## src/rtl/pbmul_pkg.sv

```systemverilog
package pbmul_pkg;
  localparam int unsigned XLEN      = 32;
  localparam int unsigned BYTE_W    = 8;
  localparam int unsigned PROD_W    = 2 * BYTE_W;
  localparam int unsigned LANES     = XLEN / BYTE_W;
  localparam int unsigned HALF_LN   = LANES / 2;
  localparam int unsigned IDX_W     = 4;
  localparam int unsigned NREG      = 1 << IDX_W;
  localparam int unsigned MODE_W    = 4;
  localparam logic [MODE_W-1:0] MODE_MIXED = 4'h2;

  localparam int unsigned F_DHI_LSB = 6;
  localparam int unsigned F_SA_LSB  = 10;
  localparam int unsigned F_SB_LSB  = 14;
  localparam int unsigned F_DLO_LSB = 18;
  localparam int unsigned F_MODE_LSB = 22;

  typedef logic [IDX_W-1:0] idx_t;
  typedef logic [XLEN-1:0]  word_t;
  typedef logic [PROD_W-1:0] prod_t;

  typedef struct packed {
    idx_t src_a;
    idx_t src_b;
    idx_t dst_hi;
    idx_t dst_lo;
    logic mixed;
  } dec_t;
endpackage

```

## src/rtl/pbmul_rst_sync.sv

```systemverilog
module pbmul_rst_sync #(
  parameter int unsigned STAGES = 2
) (
  input  logic clk,
  input  logic rst_n,
  output logic rst_sync_n
);
  logic [STAGES-1:0] chain_q;

  always_ff @(posedge clk or negedge rst_n) begin
    if (!rst_n) chain_q <= '0;
    else        chain_q <= {chain_q[STAGES-2:0], 1'b1};
  end

  assign rst_sync_n = chain_q[STAGES-1];
endmodule

```

## src/rtl/pbmul_decode.sv

```systemverilog
module pbmul_decode
  import pbmul_pkg::*;
(
  input  word_t instr,
  output dec_t  dec
);
  always_comb begin
    dec.dst_hi = instr[F_DHI_LSB +: IDX_W];
    dec.src_a  = instr[F_SA_LSB  +: IDX_W];
    dec.src_b  = instr[F_SB_LSB  +: IDX_W];
    dec.dst_lo = instr[F_DLO_LSB +: IDX_W];
    dec.mixed  = (instr[F_MODE_LSB +: MODE_W] == MODE_MIXED);
  end
endmodule

```

## src/rtl/pbmul_lane.sv

```systemverilog
module pbmul_lane #(
  parameter int unsigned IN_W = 8
) (
  input  logic [IN_W-1:0]   a,
  input  logic [IN_W-1:0]   b,
  input  logic              mixed,
  output logic [2*IN_W-1:0] prod
);
  logic signed [IN_W:0]     a_ext;
  logic signed [IN_W:0]     b_ext;
  logic signed [2*IN_W+1:0] full;

  always_comb begin
    a_ext = $signed({mixed & a[IN_W-1], a});
    b_ext = $signed({1'b0, b});
    full  = a_ext * b_ext;
    prod  = full[2*IN_W-1:0];
  end
endmodule

```

## src/rtl/pbmul_regfile.sv

```systemverilog
module pbmul_regfile
  import pbmul_pkg::*;
(
  input  logic  clk,
  input  logic  rst_n,
  input  idx_t  ra_idx,
  output word_t ra_data,
  input  idx_t  rb_idx,
  output word_t rb_data,
  input  logic  hi_we,
  input  idx_t  hi_idx,
  input  word_t hi_data,
  input  logic  lo_we,
  input  idx_t  lo_idx,
  input  word_t lo_data,
  input  logic  fill_we,
  input  idx_t  fill_idx,
  input  word_t fill_data
);
  word_t mem_q [NREG];
  word_t mem_d [NREG];

  always_comb begin
    for (int unsigned k = 0; k < NREG; k++) begin
      mem_d[k] = mem_q[k];
      if (fill_we && fill_idx == idx_t'(k)) mem_d[k] = fill_data;
      if (lo_we   && lo_idx   == idx_t'(k)) mem_d[k] = lo_data;
      if (hi_we   && hi_idx   == idx_t'(k)) mem_d[k] = hi_data;
    end
  end

  always_ff @(posedge clk or negedge rst_n) begin
    if (!rst_n) begin
      for (int unsigned k = 0; k < NREG; k++) mem_q[k] <= '0;
    end else begin
      for (int unsigned k = 0; k < NREG; k++) mem_q[k] <= mem_d[k];
    end
  end

  assign ra_data = mem_q[ra_idx];
  assign rb_data = mem_q[rb_idx];
endmodule

```

## src/rtl/pbmul_unit.sv

```systemverilog
module pbmul_unit
  import pbmul_pkg::*;
(
  input  logic        clk,
  input  logic        rst_n,
  input  logic        valid_i,
  input  logic [31:0] instr_i,
  input  logic        fill_en_i,
  input  logic [3:0]  fill_idx_i,
  input  logic [31:0] fill_data_i,
  output logic        wb_hi_en_o,
  output logic [3:0]  wb_hi_idx_o,
  output logic [31:0] wb_hi_data_o,
  output logic        wb_lo_en_o,
  output logic [3:0]  wb_lo_idx_o,
  output logic [31:0] wb_lo_data_o
);
  logic  rst_sync_n;
  dec_t  dec;
  word_t rd_a;
  word_t rd_b;
  prod_t lane_prod [LANES];
  word_t hi_word_d;
  word_t lo_word_d;

  logic  hi_en_q, lo_en_q;
  idx_t  hi_idx_q, lo_idx_q, hi_idx_d, lo_idx_d;
  word_t hi_data_q, lo_data_q, hi_data_d, lo_data_d;

  pbmul_rst_sync #(.STAGES(2)) u_rst (
    .clk(clk), .rst_n(rst_n), .rst_sync_n(rst_sync_n)
  );

  pbmul_decode u_dec (.instr(instr_i), .dec(dec));

  pbmul_regfile u_rf (
    .clk(clk), .rst_n(rst_sync_n),
    .ra_idx(dec.src_a), .ra_data(rd_a),
    .rb_idx(dec.src_b), .rb_data(rd_b),
    .hi_we(valid_i), .hi_idx(dec.dst_hi), .hi_data(hi_word_d),
    .lo_we(valid_i), .lo_idx(dec.dst_lo), .lo_data(lo_word_d),
    .fill_we(fill_en_i), .fill_idx(fill_idx_i), .fill_data(fill_data_i)
  );

  for (genvar l = 0; l < LANES; l++) begin : g_lane
    pbmul_lane #(.IN_W(BYTE_W)) u_lane (
      .a    (rd_a[l*BYTE_W +: BYTE_W]),
      .b    (rd_b[l*BYTE_W +: BYTE_W]),
      .mixed(dec.mixed),
      .prod (lane_prod[l])
    );
    if (l < HALF_LN) begin : g_lo
      assign lo_word_d[l*PROD_W +: PROD_W] = lane_prod[l];
    end else begin : g_hi
      assign hi_word_d[(l-HALF_LN)*PROD_W +: PROD_W] = lane_prod[l];
    end
  end

  always_comb begin
    hi_idx_d  = hi_idx_q;
    lo_idx_d  = lo_idx_q;
    hi_data_d = hi_data_q;
    lo_data_d = lo_data_q;
    if (valid_i) begin
      hi_idx_d  = dec.dst_hi;
      lo_idx_d  = dec.dst_lo;
      hi_data_d = hi_word_d;
      lo_data_d = lo_word_d;
    end
  end

  always_ff @(posedge clk or negedge rst_sync_n) begin
    if (!rst_sync_n) begin
      hi_en_q   <= 1'b0;
      lo_en_q   <= 1'b0;
      hi_idx_q  <= '0;
      lo_idx_q  <= '0;
      hi_data_q <= '0;
      lo_data_q <= '0;
    end else begin
      hi_en_q   <= valid_i;
      lo_en_q   <= valid_i;
      hi_idx_q  <= hi_idx_d;
      lo_idx_q  <= lo_idx_d;
      hi_data_q <= hi_data_d;
      lo_data_q <= lo_data_d;
    end
  end

  assign wb_hi_en_o   = hi_en_q;
  assign wb_lo_en_o   = lo_en_q;
  assign wb_hi_idx_o  = hi_idx_q;
  assign wb_lo_idx_o  = lo_idx_q;
  assign wb_hi_data_o = hi_data_q;
  assign wb_lo_data_o = lo_data_q;
endmodule

```

## config.mk

```make
export PLATFORM = sky130hd
export DESIGN_NAME = pbmul_unit
export DESIGN_NICKNAME = d
export VERILOG_FILES = /design/src/rtl/pbmul_pkg.sv /design/src/rtl/pbmul_rst_sync.sv /design/src/rtl/pbmul_decode.sv /design/src/rtl/pbmul_lane.sv /design/src/rtl/pbmul_regfile.sv /design/src/rtl/pbmul_unit.sv
export SDC_FILE = /design/constraint.sdc
export NUM_CORES = 2
export LEC_CHECK = 0
export BUFFER_PORTS_ARGS = -buffer_cell sky130_fd_sc_hd__buf_2
export CAP_MARGIN = 20
export CORE_AREA = 8 8 385 387
export CTS_CLUSTER_DIAMETER = 150
export CTS_CLUSTER_SIZE = 14
export DETAILED_ROUTE_END_ITERATION = 8
export DIE_AREA = 0 0 393 395
export PLACE_DENSITY = 0.58
export SYNTH_ARGS = -nofsm -noshare
export SYNTH_HDL_FRONTEND = slang
export SYNTH_SLANG_ARGS = --single-unit
```

## constraint.sdc

```tcl
create_clock -name clk -period 45.9 [get_ports clk]
set_input_delay 6.885 -clock clk [delete_from_list [all_inputs] [get_ports clk]]
set_output_delay 6.885 -clock clk [all_outputs]
set_load 0.03 [all_outputs]
```

==> metrics.log <==
[metrics] post-CTS setup-driven buffer insertion count: 0
[metrics] Hold Fails Final Rpt: 0
[metrics] count of instances resized after the clock tree is built: 0
[metrics] hold-fix buffer count after cts: 0
[metrics] via count: roughly 46000
[metrics] routed via count divided by cell count: 6.27
[metrics] most frequent cells in the layout: 1213 x nand2_1, 590 x a21oi_1, 586 x dfrtp_1, 524 x o21ai_0, 388 x inv_1
[metrics] floorplan die height: ~400 um
[metrics] Req. time, crit path: 46420 ps
[metrics] layout cell share with drive strength beyond 1: 15.2%
[metrics] floorplan core area: roughly 140000 um^2
[metrics] endpoint kind of the worst setup timing path: register
[metrics] Final Core Density: a little under two fifths
[metrics] IO buf count: approximately 130
[metrics] total clock buffers created by CTS: 47
[metrics] multiplexer area fraction after synthesis: between 15 and 20%
[metrics] Yosys warnings: 0
[metrics] CTS tree: built
[metrics] Synth Area in XOR/XNOR: around 1.5%
[metrics] Post-Synthesis Cell Area: approximately 50000 um^2
[metrics] num rows: 139
[metrics] buffer depth of the longest clock path: 3
[metrics] Critical R2R Capture: wb_lo_data_o[30]
[metrics] layout overhead on the synthesized area: 7.50%
[metrics] final estimated routing congestion in global placement: a little under 1
[metrics] chain of cells forming the critical path: buf_8 -> buf_4 -> buf_4 -> mux4_2 -> mux4_2 -> and2_1 -> fa_1 -> ha_1 -> ha_1 -> inv_1 -> fa_1 -> inv_1 -> ha_1 -> fa_1 -> a21o_1 -> a21oi_1 -> o21ai_0 -> a2111oi_0 -> or4_1 -> nand4b_1 -> mux2_2
[metrics] Fillers: between 10000 and 15000
[metrics] maximum frequency from static timing analysis: around 65 MHz
[metrics] most frequent standard cell in the layout excluding fill and tap cells: nand2_1
[metrics] starting density of the core: a little over a third
[metrics] number of pins exceeding their max-slew limit in the final report: 0
[metrics] area of all placed cells without fillers: between 50000 and 60000 um^2
[metrics] number of distinct library cells after synthesis: 68
[metrics] Die ar.: between 150000 and 200000 um^2
[metrics] post-synthesis simple-gate area fraction: roughly 16%
[metrics] actual slew at the worst max-slew pin: 1210 ps
[metrics] count of final setup violators: 0
[metrics] count of flip-flops with a built-in enable after synthesis: 0
[metrics] largest driver fanout on the critical path: 37
[metrics] total I/O pin count: 146
[metrics] type of the tightest min-delay check: register to register
[metrics] Post-Route Setup TNS: 0 ps
[metrics] number of antenna violations at the first check in global routing: 31
[metrics] global-route wire length before repair: 313 mm
[metrics] width of the chip: 393 um
[metrics] clock-pin slew of the registers on the worst-case setup and hold paths: 70 ps
[metrics] clock latency on the worst-skew pair: between 600 and 700 ps
[metrics] R2R setup slack: 38470 ps
[metrics] mean cell area of the mapped netlist: 8.73 um^2
[metrics] run status: finished, final reports clean
[metrics] max-cap violation count: 0
[metrics] total nets after synthesis: between 6000 and 7000
[metrics] global-route total usage across every layer: 27.4%
[metrics] maximum number of pins on one net before global-route repair: ~160
[metrics] starting DRC count in detailed routing: between 6000 and 7000
[metrics] H-tree levels: 2
[metrics] Async SR Flop Fraction: 100%
[metrics] area used by sequential logic in the layout: between 10000 and 15000 um^2
[metrics] total clock sinks: slightly below 600
[metrics] hold-critical path depth: 0
[metrics] overflow left after global routing: 0
[metrics] logic depth of the worst register-to-register path: 18
[metrics] hold path startpoint: u_rst.chain_q[0]
[metrics] RSZ-0062 raised after global routing: false
[metrics] Worst Hold End: u_rst.chain_q[1]
[metrics] startpoint-to-endpoint class of the critical path: input pin to register
[metrics] slowest library cell on the worst path: nand4b_1
[metrics] max incr delay on CP: between 700 and 800 ps
[metrics] number of antenna-violating nets in the routed design: 0
[metrics] Avg WL per Cell: 29.7 um
[metrics] post-synthesis register bit count: between 500 and 600
[metrics] number of standard cells after synthesis: 5659
[metrics] HPWL after detailed placement: approximately 140 mm
[metrics] Primary FF master, synth: dfrtp_1
[metrics] CP delay by family, top: adder cells
[metrics] complex-gate fraction of the synthesized area: between 15 and 20%
[metrics] Final nets: approximately 5900
[metrics] startpoint type of the worst setup path: input pin
[metrics] worst relative slew slack: 19.1%
[metrics] drt first pass iters: 7
[metrics] Adder-Cell Fraction of Synth Area: 12.0%
[metrics] remaining design rule violation count: 0
[metrics] data arrival at the endpoint of the critical path: around 16000 ps
[metrics] sum of routed wire length over all layers: approximately 220 mm
[metrics] area used by multi-input combinational logic: between 30000 and 40000 um^2
[metrics] number of buffer and inverter instances along the worst setup path: 5
[metrics] clock tree skew after final layout: around 38 ps
[metrics] dominant combinational cell family by area after synthesis: compound AO/OA/AOI/OAI gates
[metrics] origin of the critical flop-to-flop path: u_rf.mem_q[72]
[metrics] final cycle utilization of the critical path: 33.3%
[metrics] vias in the first global route: 44286
[metrics] total placed instance area: a little over 50000 um^2
[metrics] CTS Root Cell: clkbuf_16
[metrics] share of the yosys chip area belonging to registers: between 20 and 30%
[metrics] post-layout minimum cycle time: roughly 15000 ps
cell families (layout without fill, tap and decap cells):
kind of cell    Yosys count  after routing
simple gates           1853           1853
compound gates         1485           1485
buf+inv                 911            724
flops                   587            587
mux                     400            400
fa+ha+maj               346            346
xor+xnor                 76             76
other cells               1             16
registers in the layout (all words and copies together) (netlist names):
name / flops
wb_lo_en_o: 1
wb_hi_idx_o: 4
u_rf.mem_q: 512
wb_lo_idx_o: 4
u_rst.chain_q: 2
wb_hi_data_o: 32
wb_lo_data_o: 32
final cells by class:
class | instances | area share, %
Multi-Input combinational cell | 4161 | 59.0
Sequential cell | 587 | 27.7
Tap cell | 1903 | 4.48
Timing Repair Buffer | 284 | 3.71
Inverter | 388 | 2.74
Clock buffer | 50 | 2.28
Antenna cell | 15 | 0.0707
Clock inverter | 2 | 0.0471
per-stage QoR:
stage          setup WS, ps  instances  hold WS (ps)
2_1_floorplan         28330       5659           331
3_3_place_gp          30050       7311           342
5_1_grt               30110       7377           365
4_1_cts               30650       7366           358
3_5_place_dp          30010       7314           341
6_report              30600       7390           353
cell usage after synthesis (all sizes together), types with 2 or more instances:
cell	n	share of area, %
nand2	1225	9.3
a21oi	630	6.7
dfrtp	587	30
o21ai	524	5.3
clkbuf	409	3.3
inv	388	2.9
mux4	308	14
nor2	263	2.0
fa	214	8.7
nand3	139	1.4
ha	132	3.3
buf	108	1.4
o211ai	97	1.5
and2	96	1.2
a22o	56	0.99
o22ai	55	0.70
mux2	53	1.2
xnor2	52	0.97
mux2i	39	0.79
nor3	38	0.43
a221oi	34	0.82
a211oi	32	0.49
a31oi	32	0.41
nor2b	29	0.37
xor2	22	0.39
nand2b	20	0.25
or3	15	0.19
and3	9	0.11
o21bai	6	0.091
a21o	5	0.076
and2b	5	0.081
o2111ai	5	0.089
dlymetal6s2s	4	0.10
a2111oi	3	0.053
a31o	3	0.053
nor3b	3	0.046
nand3b	2	0.030
nor4	2	0.038
o311ai	2	0.051
or2	2	0.025
xnor3	2	0.096
per-layer routing:
layer  up-vias  global-route usage [%]  part of all wire (%)
met2      3758                    38.6                    40
met1     22678                    36.4                    38
met5         -                       0                 0.019
met3       819                    10.4                    15
met4         6                    14.0                   6.6
li1      19076                       -                     -
worst max path at each step:
stage / start / endpoint / slack [ps] / cells after the start
2_1_floorplan: u_rst.chain_q[1] / u_rf.mem_q[0] / 28330 / 0
3_3_place_gp: instr_i[10] / wb_lo_data_o[30] / 30050 / 21
3_5_place_dp: instr_i[10] / wb_lo_data_o[30] / 30010 / 21
4_1_cts: instr_i[10] / wb_lo_data_o[30] / 30650 / 21
5_1_grt: instr_i[10] / u_rf.mem_q[222] / 30110 / 22
6_report: instr_i[10] / wb_lo_data_o[30] / 30600 / 21
Power is not shown: default switching activity piles up to over one toggle a cycle in this logic, so the estimate is an artifact.
